<file path="src/rtl/sysmm_pkg.sv">
`timescale 1ns/1ps
package sysmm_pkg;

    // Job phase of the controller.
    typedef enum logic [1:0] {
        PH_IDLE  = 2'd0,
        PH_MUL   = 2'd1,
        PH_DRAIN = 2'd2
    } phase_e;

    // Per-cycle command broadcast to every cell.
    typedef struct packed {
        logic clr;    // restart the sum with this cycle's product
        logic mac;    // add this cycle's product
        logic shift;  // take the sum of the cell above
    } cell_ctl_t;

    // Cycles from the start cycle until the last operand pair meets.
    function automatic int mul_cycles(input int n);
        return 3 * n - 2;
    endfunction

endpackage

</file>
<file path="src/rtl/sysmm_ctrl.sv">
`timescale 1ns/1ps
module sysmm_ctrl
    import sysmm_pkg::*;
#(
    parameter int N = 3
) (
    input  logic      clk,
    input  logic      rst,
    input  logic      start,
    input  logic      op_valid,
    output logic      accept,
    output cell_ctl_t ctl,
    output phase_e    phase,
    output logic      res_valid,
    output logic      res_last
);
    localparam int LAST_STEP = mul_cycles(N) - 1;
    localparam int CW        = $clog2(3 * N) + 1;

    logic [CW-1:0] cnt;
    logic          start_ok;

    assign start_ok = start && (phase == PH_IDLE);

    always_ff @(posedge clk) begin
        if (rst) begin
            phase <= PH_IDLE;
            cnt   <= '0;
        end else begin
            case (phase)
                PH_IDLE: begin
                    if (start) begin
                        if (LAST_STEP == 0) begin
                            phase <= PH_DRAIN;
                            cnt   <= '0;
                        end else begin
                            phase <= PH_MUL;
                            cnt   <= CW'(1);
                        end
                    end
                end
                PH_MUL: begin
                    if (cnt == CW'(LAST_STEP)) begin
                        phase <= PH_DRAIN;
                        cnt   <= '0;
                    end else begin
                        cnt <= cnt + CW'(1);
                    end
                end
                PH_DRAIN: begin
                    if (cnt == CW'(N - 1)) begin
                        phase <= PH_IDLE;
                        cnt   <= '0;
                    end else begin
                        cnt <= cnt + CW'(1);
                    end
                end
                default: begin
                    phase <= PH_IDLE;
                    cnt   <= '0;
                end
            endcase
        end
    end

    // Beats are taken only in steps 0..N-1 of the multiply phase.
    assign accept    = op_valid && (start_ok || ((phase == PH_MUL) && (cnt < CW'(N))));
    assign ctl.clr   = start_ok;
    assign ctl.mac   = (phase == PH_MUL);
    assign ctl.shift = (phase == PH_DRAIN);
    assign res_valid = (phase == PH_DRAIN);
    assign res_last  = (phase == PH_DRAIN) && (cnt == CW'(N - 1));

endmodule

</file>
<file path="src/rtl/sysmm_skew.sv">
`timescale 1ns/1ps
module sysmm_skew #(
    parameter int DW    = 8,
    parameter int DELAY = 0
) (
    input  logic          clk,
    input  logic          rst,
    input  logic [DW-1:0] din,
    output logic [DW-1:0] dout
);
    generate
        if (DELAY == 0) begin : g_pass
            assign dout = din;
        end else begin : g_line
            logic [DW-1:0] line [DELAY];
            always_ff @(posedge clk) begin
                if (rst) begin
                    for (int k = 0; k < DELAY; k++) line[k] <= '0;
                end else begin
                    line[0] <= din;
                    for (int k = 1; k < DELAY; k++) line[k] <= line[k-1];
                end
            end
            assign dout = line[DELAY-1];
        end
    endgenerate
endmodule

</file>
<file path="src/rtl/sysmm_pe.sv">
`timescale 1ns/1ps
module sysmm_pe
    import sysmm_pkg::*;
#(
    parameter int DW = 8,
    parameter int AW = 20
) (
    input  logic          clk,
    input  logic          rst,
    input  cell_ctl_t     ctl,
    input  logic [DW-1:0] west,
    input  logic [DW-1:0] north,
    input  logic [AW-1:0] acc_in,
    output logic [DW-1:0] east,
    output logic [DW-1:0] south,
    output logic [AW-1:0] acc_q
);
    logic signed [2*DW-1:0] prod;
    logic        [AW-1:0]   prod_x;

    assign prod   = $signed(west) * $signed(north);
    assign prod_x = AW'(prod);

    always_ff @(posedge clk) begin
        if (rst) begin
            east  <= '0;
            south <= '0;
            acc_q <= '0;
        end else begin
            east  <= west;
            south <= north;
            if (ctl.clr)        acc_q <= prod_x;
            else if (ctl.mac)   acc_q <= acc_q + prod_x;
            else if (ctl.shift) acc_q <= acc_in;
        end
    end
endmodule

</file>
<file path="src/rtl/sysmm_top.sv">
`timescale 1ns/1ps
module sysmm_top
    import sysmm_pkg::*;
#(
    parameter int N  = 3,
    parameter int DW = 8,
    parameter int AW = 20
) (
    input  logic          clk,
    input  logic          rst,
    input  logic          start,
    input  logic          op_valid,
    input  logic [N*DW-1:0] a_col,
    input  logic [N*DW-1:0] b_row,
    output logic          res_valid,
    output logic          res_last,
    output logic [N*AW-1:0] res_row
);
    logic      accept_w;
    cell_ctl_t ctl_w;
    phase_e    phase_w;

    logic [DW-1:0] a_sk [N];
    logic [DW-1:0] b_sk [N];
    logic [DW-1:0] east_w  [N][N];
    logic [DW-1:0] south_w [N][N];
    logic [AW-1:0] acc_w   [N][N];

    sysmm_ctrl #(.N(N)) u_ctrl (
        .clk       (clk),
        .rst       (rst),
        .start     (start),
        .op_valid  (op_valid),
        .accept    (accept_w),
        .ctl       (ctl_w),
        .phase     (phase_w),
        .res_valid (res_valid),
        .res_last  (res_last)
    );

    // Edge lanes: zero filler unless a beat is accepted, lane i delayed i cycles.
    for (genvar i = 0; i < N; i++) begin : g_edge
        logic [DW-1:0] a_in, b_in;
        assign a_in = accept_w ? a_col[i*DW +: DW] : '0;
        assign b_in = accept_w ? b_row[i*DW +: DW] : '0;

        sysmm_skew #(.DW(DW), .DELAY(i)) u_skew_a (
            .clk(clk), .rst(rst), .din(a_in), .dout(a_sk[i])
        );
        sysmm_skew #(.DW(DW), .DELAY(i)) u_skew_b (
            .clk(clk), .rst(rst), .din(b_in), .dout(b_sk[i])
        );
    end

    for (genvar r = 0; r < N; r++) begin : g_row
        for (genvar c = 0; c < N; c++) begin : g_col
            logic [DW-1:0] w_in, n_in;
            logic [AW-1:0] up_acc;

            if (c == 0) begin : g_wl
                assign w_in = a_sk[r];
            end else begin : g_wi
                assign w_in = east_w[r][c-1];
            end

            if (r == 0) begin : g_nt
                assign n_in   = b_sk[c];
                assign up_acc = '0;
            end else begin : g_ni
                assign n_in   = south_w[r-1][c];
                assign up_acc = acc_w[r-1][c];
            end

            sysmm_pe #(.DW(DW), .AW(AW)) u_pe (
                .clk    (clk),
                .rst    (rst),
                .ctl    (ctl_w),
                .west   (w_in),
                .north  (n_in),
                .acc_in (up_acc),
                .east   (east_w[r][c]),
                .south  (south_w[r][c]),
                .acc_q  (acc_w[r][c])
            );
        end
    end

    for (genvar c = 0; c < N; c++) begin : g_out
        assign res_row[c*AW +: AW] = acc_w[N-1][c];
    end

endmodule

</file>
<file path="config.mk">
export PLATFORM = sky130hd
export DESIGN_NAME = sysmm_top
export DESIGN_NICKNAME = d
export VERILOG_FILES = /design/src/rtl/sysmm_pkg.sv /design/src/rtl/sysmm_ctrl.sv /design/src/rtl/sysmm_skew.sv /design/src/rtl/sysmm_pe.sv /design/src/rtl/sysmm_top.sv
export SDC_FILE = /design/constraint.sdc
export NUM_CORES = 2
export LEC_CHECK = 0
export BUFFER_PORTS_ARGS = -buffer_cell sky130_fd_sc_hd__buf_4
export CORE_ASPECT_RATIO = 0.9
export CORE_MARGIN = 2
export CORE_UTILIZATION = 40
export CTS_CLUSTER_DIAMETER = 100
export CTS_CLUSTER_SIZE = 30
export DETAILED_ROUTE_END_ITERATION = 7
export PLACE_DENSITY_LB_ADDON = 0.12
export REMOVE_ABC_BUFFERS = 1
export SYNTH_ARGS = -nofsm -noshare
export SYNTH_HDL_FRONTEND = slang
export SYNTH_SLANG_ARGS = --single-unit
export TNS_END_PERCENT = 5
</file>
<file path="constraint.sdc">
create_clock -name clk -period 6.7 [get_ports clk]
set_clock_uncertainty 0.05 [all_clocks]
set_input_delay 0.67 -clock clk [delete_from_list [all_inputs] [get_ports clk]]
set_output_delay 0.67 -clock clk [all_outputs]
set_load 0.005 [all_outputs]
</file>
# Word level (Yosys, flattened, before mapping)
# Memories as Yosys holds them, arrays and structs flattened.
# Cells that the tools add are included.
# Widths: inputs -> output; s select.
[classes]
addsub = 10
n_mul = 9
order_cmp = 1
n_eq_ne = 7
n_mux = 50
n_bitwise = 4
reduce_logical = 10
[ops]
columns = ["op", "n"]
rows = [
  ["$mux 20", 25],
  ["$add 20x20->20", 9],
  ["$mul 8x8->16", 9],
  ["$mux 8", 12],
  ["$reduce_or 8->1", 2],
  ["$mux 5", 3],
  ["$pmux 5 s3", 1],
  ["$mux 2", 3],
  ["$pmux 2 s3", 1],
  ["$add 5x1->5 const B", 1],
  ["$eq 5x2->1 const B", 1],
  ["$eq 5x3->1 const B", 1],
  ["$lt 5x2->1 const B", 1],
  ["$mux 1", 5],
  ["$logic_and 1x1->1", 4],
  ["$ne 2x1->1 const B", 2],
  ["$or 1x1->1", 4],
  ["$reduce_and 3->1", 1],
  ["$reduce_bool 3->1", 1],
  ["$eq 2x1->1 const B", 1],
  ["$eq 2x2->1 const B", 1],
  ["$logic_not 2->1", 1],
  ["$ne 2x2->1 const B", 1],
  ["$logic_or 1x1->1", 1],
]
[totals]
reg_bits = 283
ram_bits = 48
in_bits = 52
output_inout_bits = 62
elab_cells = 118
mem_count = 4
[memory_table]
columns = ["memory", "words", "word_bits", "rd", "rd_clocked_by_memory_dff", "write_ports", "line_no", "source"]
rows = [
  ["g_edge[2].u_skew_a.g_line.line", 2, 8, 2, 0, 2, "sysmm_skew.sv:15", "logic [DW-1:0] line [DELAY];"],
  ["g_edge[2].u_skew_b.g_line.line", 2, 8, 2, 0, 2, "sysmm_skew.sv:15", ""],
  ["g_edge[1].u_skew_a.g_line.line", 1, 8, 1, 0, 1, "sysmm_skew.sv:15", ""],
  ["g_edge[1].u_skew_b.g_line.line", 1, 8, 1, 0, 1, "sysmm_skew.sv:15", ""],
]

# Logic depth before layout (Yosys ltp)
[depth]
ltp_word = 9
depth_mapped = 33

# Modules after synthesis
# A second synthesis with hierarchy kept.
[hier_totals]
hier_cells = 5380
hier_area_um2 = 47060.1
[modules_own_cells]
columns = ["mod", "instances", "cells_per_inst", "area_per_inst_um2", "seq_area_each_um2"]
rows = [
  ["sysmm_pe (g_row[0].g_col[1].u_pe ...)", 2, 581, 5039.8, 720.7],
  ["sysmm_pe (g_row[1].g_col[1].u_pe ...)", 2, 559, 4880.9, 720.7],
  ["sysmm_pe (g_row[2].g_col[2].u_pe)", 1, 571, 4987.3, 720.7],
  ["sysmm_pe (g_row[0].g_col[0].u_pe)", 1, 573, 4972.3, 720.7],
  ["sysmm_pe (g_row[1].g_col[0].u_pe)", 1, 569, 4966.0, 720.7],
  ["sysmm_pe (g_row[2].g_col[1].u_pe)", 1, 575, 4948.5, 720.7],
  ["sysmm_pe (g_row[2].g_col[0].u_pe)", 1, 570, 4909.7, 720.7],
  ["sysmm_skew (g_edge[2].u_skew_a ...)", 2, 41, 524.3, 320.3],
  ["sysmm_ctrl", 1, 58, 471.7, 140.1],
  ["sysmm_skew (g_edge[1].u_skew_a ...)", 2, 16, 210.2, 160.2],
  ["sysmm_top", 1, 54, 374.1, 0.0],
  ["sysmm_skew (g_edge[0].u_skew_a ...)", 2, 8, 60.1, 0.0],
]

# Worst setup path after synthesis
# OpenSTA, ideal clock, no wires.
[synth_timing]
path_kind = "input-to-reg"
from = "in start"
to = "reg g_row[0].g_col[0].u_pe.acc_q[19]"
setup_ns = 0.127
t_arrival_ns = 6.975
slack_ns = -0.452
stages = 30
path_buffers = 3
cell_sequence = "clkbuf_1 nand2_1 a21boi_1 clkbuf_1 clkbuf_1 nand3_1 fa_1 inv_1 fa_1 inv_1 fa_1 fa_1 inv_1 ha_1 a21o_1 a21oi_1 o21bai_1 a21oi_1 o21a_1 nor4b_1 a311o_1 ha_1 a21o_1 a21o_1 a21oi_1 o21ai_1 nor4_1 a41oi_1 and4_1 or3_1"
[synth_via]
elab_chain_len = 8
elab_cells_between_ends = 10
[synth_rtl]
columns = ["item", "line_no", "source"]
rows = [
  ["from (decl)", "sysmm_top.sv:11", "input logic start,"],
  ["$logic_and 1x1->1 *", "sysmm_ctrl.sv:23", "assign start_ok = start && (phase == PH_IDLE);"],
  ["$logic_or 1x1->1", "sysmm_ctrl.sv:67", "assign accept = op_valid && (start_ok || ((phase == PH_MUL) && (cnt < CW'(N))));"],
  ["$logic_and 1x1->1", "sysmm_ctrl.sv:67", ""],
  ["$mux 8, on equally long branches", "sysmm_top.sv:44, sysmm_top.sv:45", ""],
  ["$mul 8x8->16", "sysmm_pe.sv:21", "assign prod = $signed(west) * $signed(north);"],
  ["$add 20x20->20", "sysmm_pe.sv:33", "else if (ctl.mac) acc_q <= acc_q + prod_x;"],
  ["$mux 20", "sysmm_pe.sv:33", ""],
  ["$mux 20", "sysmm_pe.sv:32", "if (ctl.clr) acc_q <= prod_x;"],
  ["to (signal assigned)", "sysmm_pe.sv:32", ""],
  ["to (signal assigned)", "sysmm_pe.sv:33", ""],
  ["to (signal assigned)", "sysmm_pe.sv:34", "else if (ctl.shift) acc_q <= acc_in;"],
  ["to (decl)", "sysmm_pe.sv:16", "output logic [AW-1:0] acc_q"],
]
# Mark *: on every way between the ends. The rest lies on a longest branch, timed or not.
# A chain may end at the register's enable or synchronous reset.

# Worst setup path after layout
[layout_timing]
from = "reg u_ctrl.phase[0]"
to = "reg g_row[0].g_col[0].u_pe.acc_q[19]"
[layout_via]
elab_chain_len = 9
elab_cells_between_ends = 14
[layout_rtl]
columns = ["item", "line_no", "source"]
rows = [
  ["from (decl)", "sysmm_ctrl.sv:13", "output phase_e phase,"],
  ["from (signal assigned)", "sysmm_ctrl.sv:27", "phase <= PH_IDLE;"],
  ["from (signal assigned)", "sysmm_ctrl.sv:34", "phase <= PH_DRAIN;"],
  ["from (signal assigned)", "sysmm_ctrl.sv:37", "phase <= PH_MUL;"],
  ["$eq 2x1->1 / $logic_not 2->1 (equally long branches)", "sysmm_ctrl.sv:67, sysmm_ctrl.sv:69, sysmm_ctrl.sv:23", ""],
  ["$logic_and 1x1->1, on equally long branches", "sysmm_ctrl.sv:67, sysmm_ctrl.sv:23", ""],
  ["$logic_or 1x1->1", "sysmm_ctrl.sv:67", ""],
  ["$logic_and 1x1->1", "sysmm_ctrl.sv:67", ""],
  ["$mux 8, on equally long branches", "sysmm_top.sv:44, sysmm_top.sv:45", ""],
  ["$mul 8x8->16", "sysmm_pe.sv:21", ""],
  ["$add 20x20->20", "sysmm_pe.sv:33", ""],
  ["$mux 20", "sysmm_pe.sv:33", ""],
  ["$mux 20", "sysmm_pe.sv:32", ""],
]
# Parallel ways exist; a longest one is shown, timed or not.

==> metrics.csv <==
metric,value,unit
seq_area_frac_synth,15.95,%
internal-power,3.679,mW
grt_antenna_before_repair,2,
worstSetupPathType,reg2reg,
grt_max_degree,147,
path_clk_slew,0.11,ns
ys_seq_elements,331,
cts_sinks,331,
cts_tree,yes,
fin_nets,5862,
setup_tns,0,ns
insertion_delay,0.64,ns
setup_slack,0.03029,ns
synth_area_leaders,"fa_1 24%, dfxtp_1 16%, ha_1 13%",
synthFlopType,dfxtp_1,
drc,0,
end_kind,flip-flop,
peakVddDrop,0.2010,mV
cp.arrival,7.14,ns
max_freq,149.9,MHz
outcome,finished clean,
stdcell_area,46020,µm²
pin_count,114,
ant_nets,0,
tightest_slew,1.112,ns
cts_hold_buffers,0,
wl_per_cell,18.10,µm
syn_inst,4724,
synth_top_area_share,24.28,%
via_count,32860,
p_leak,21.11,nW
finalPower,5.719,mW
slowest_stage,fa_1,
coreArea,103300,µm²
switchingPower,2.041,mW
die_h,309.8,µm
min_period,6.670,ns
critPathMostFrequentCell,fa_1,
synth.most_common_cell,inv_1,
grt_pass1_vias,33581,
syn_to_final_growth,10.74,%
htree_levels,1,
hp-class,in2reg,
synth_edf_count,0,
drt_iter0_markers,1913,
drt-total-wl,113300,µm
p_seq_share,38.7,%
dp.cells,6198,
syn_area_per_cell,8.797,µm²
postSynth.asyncResetShare,0,%
cts_buffer_depth,3,
start_kind,flip-flop,
grt_pass1_wl,185100,µm
rsz0062_at_grt,true,
hpwl,88280,µm
post-route-period-util,99.55,%
post_dp_cell_area,44630,µm²
yosys_warnings,0,
grtUsageTotal,21.85,%
p_per_area,124.3,nW/µm²
critical_path_peak_fanout,7,
stdcell_count,6260,
initial_core_util,40.24,%
combPwrFrac,30.1,%
cts_root_buf,clkbuf_16,
slew_headroom,25.62,%
layout-drive-gt1-share,8.713,%
synth_top_cells_by_count,"703 x inv_1, 504 x fa_1, 435 x ha_1",
drv_slew,0,
yosysTopAreaCell,fa_1,
post_drt_via_cell_ratio,5.249,
rows,112,
critPathMaxStageDelay,0.49,ns
required,7.18,ns
detail_route.first_pass.iterations,8,
preCtsSetupSlack,-0.2889,ns
dieArea,106500,µm²
cap_violations,0,
netlist_area,41550,µm²
cts_inserted_buffers,24,
finalHoldViolCount,0,
grt_overflow,0,
synth_cell_types,91,
die_x,343.8,µm
power_frac_clock,31.2,%
gp_congestion,0.8431,
port_buffers,113,
p_sw_share,35.68,%
setup_viol,0,
-- layout make-up --
class / count / area, µm²
repair buffers: 261 / 2043
clock inverters: 19 / 295.3
diodes: 3 / 7.507
clock buffers: 25 / 625.6
flip-flops and latches: 331 / 6651
multi-input cells: 3548 / 32040
inverters: 705 / 2646
fillers: 10317 / 57260
well taps: 1368 / 1712
-- timing repair --
item,4_1_cts,5_1_grt
pin swaps,11,34
resized for setup,10,76
buffers inserted,4,11
setup endpoints to repair,1,17
-- critical path, delay by kind of cell (launching register included) --
kind                       cells  cell delay, ns
and+or+nand+nor                7            1.19
AOI/OAI and AO/OA             10            1.65
adders and majority gates      6            2.50
DFF                            1            0.38
buffers and inverters          8            0.78
-- cells in the final DEF (no fill, tap or decap), types with 12 or more instances in the layout --
cell type and count:
a211oi_1 54, nand2_1 324, and2_1 352, a21oi_1 222, dfxtp_2 17, xor2_1 70, a311oi_1 14, fa_1 501
nor2_1 257, clkbuf_16 25, mux2i_1 33, o21ai_1 34, a222oi_1 63, dfxtp_1 313, o21ai_0 111, xnor2_1 208
o211ai_1 38, buf_4 250, o22ai_1 17, ha_1 428, inv_1 699, nand2b_1 84, nand3_1 50, and3_1 52
nor2b_1 114, o21bai_1 39, a21o_1 74, or3_1 21, nor3_1 48, o21a_1 26, a22oi_1 39, a21oi_2 12
a31oi_1 43
-- registers in the layout (all words and copies together) (netlist names) --
signal	flops
g_row.g_col.u_pe.east	48
g_row.g_col.u_pe.acc_q	180
u_ctrl.phase	2
g_edge.u_skew_b.g_line.line	24
g_row.g_col.u_pe.south	48
g_edge.u_skew_a.g_line.line	24
u_ctrl.cnt	5
-- metrics by stage --
| stage | util [%] | hold slack (ns) |
|---|---|---|
| CTS | 44.18 | 0.1364 |
| finish | 44.56 | 0.1767 |
| floorplan | - | 0.3638 |
| detailed placement | 43.21 | 0.3739 |
| global route | 44.55 | 0.1629 |
| global placement | 43.21 | 0.3696 |
-- per-layer routing --
layer	wire, µm	vias up	track usage (%)
met5	0	-	0
met4	3110	0	5.372
met3	3498	110	1.728
met2	54960	466	38.21
met1	51740	16267	29.18
li1	-	16017	-
-- path summary, 6_finish.rpt --
kind | slack [ns] | to | cells past startpoint | start
worst max-delay path | 0.03 | g_row[0].g_col[0].u_pe.acc_q[19] | 31 | u_ctrl.phase[0]
worst min-delay path | 0.18 | g_edge[1].u_skew_a.g_line.line[0][5] | 2 | a_col[13]
worst max register to register | 0.03 | g_row[0].g_col[0].u_pe.acc_q[19] | 31 | u_ctrl.phase[0]
worst min register to register | 0.39 | g_edge[2].u_skew_a.g_line.line[0][15] | 1 | g_edge[2].u_skew_a.g_line.line[0][7]
-- power groups by stage --
stage | clock [mW] | sequential, mW | combinational, mW
floorplan | 0 | 2.18 | 1.01
global placement | 0 | 2.26 | 1.59
detailed placement | 0 | 2.26 | 1.60
CTS | 1.86 | 2.21 | 1.63
global route | 1.92 | 2.22 | 1.93
finish | 1.79 | 2.21 | 1.72
-- logic make-up (layout without fill, tap and decap cells) --
kind of cell | count (synthesis) | count (layout) | share of synthesized area [%]
and+or+nand+nor | 1368 | 1368 | 16.84
adders and majority gates | 939 | 939 | 37.38
AOI/OAI and AO/OA | 919 | 919 | 15.12
buffers and inverters | 845 | 1010 | 7.759
DFF | 331 | 331 | 15.95
xor gates and xnor gates | 282 | 282 | 5.944
muxes | 40 | 40 | 1.012
other | 0 | 3 | 0
Note: power is estimated with default switching activity, not from simulation.
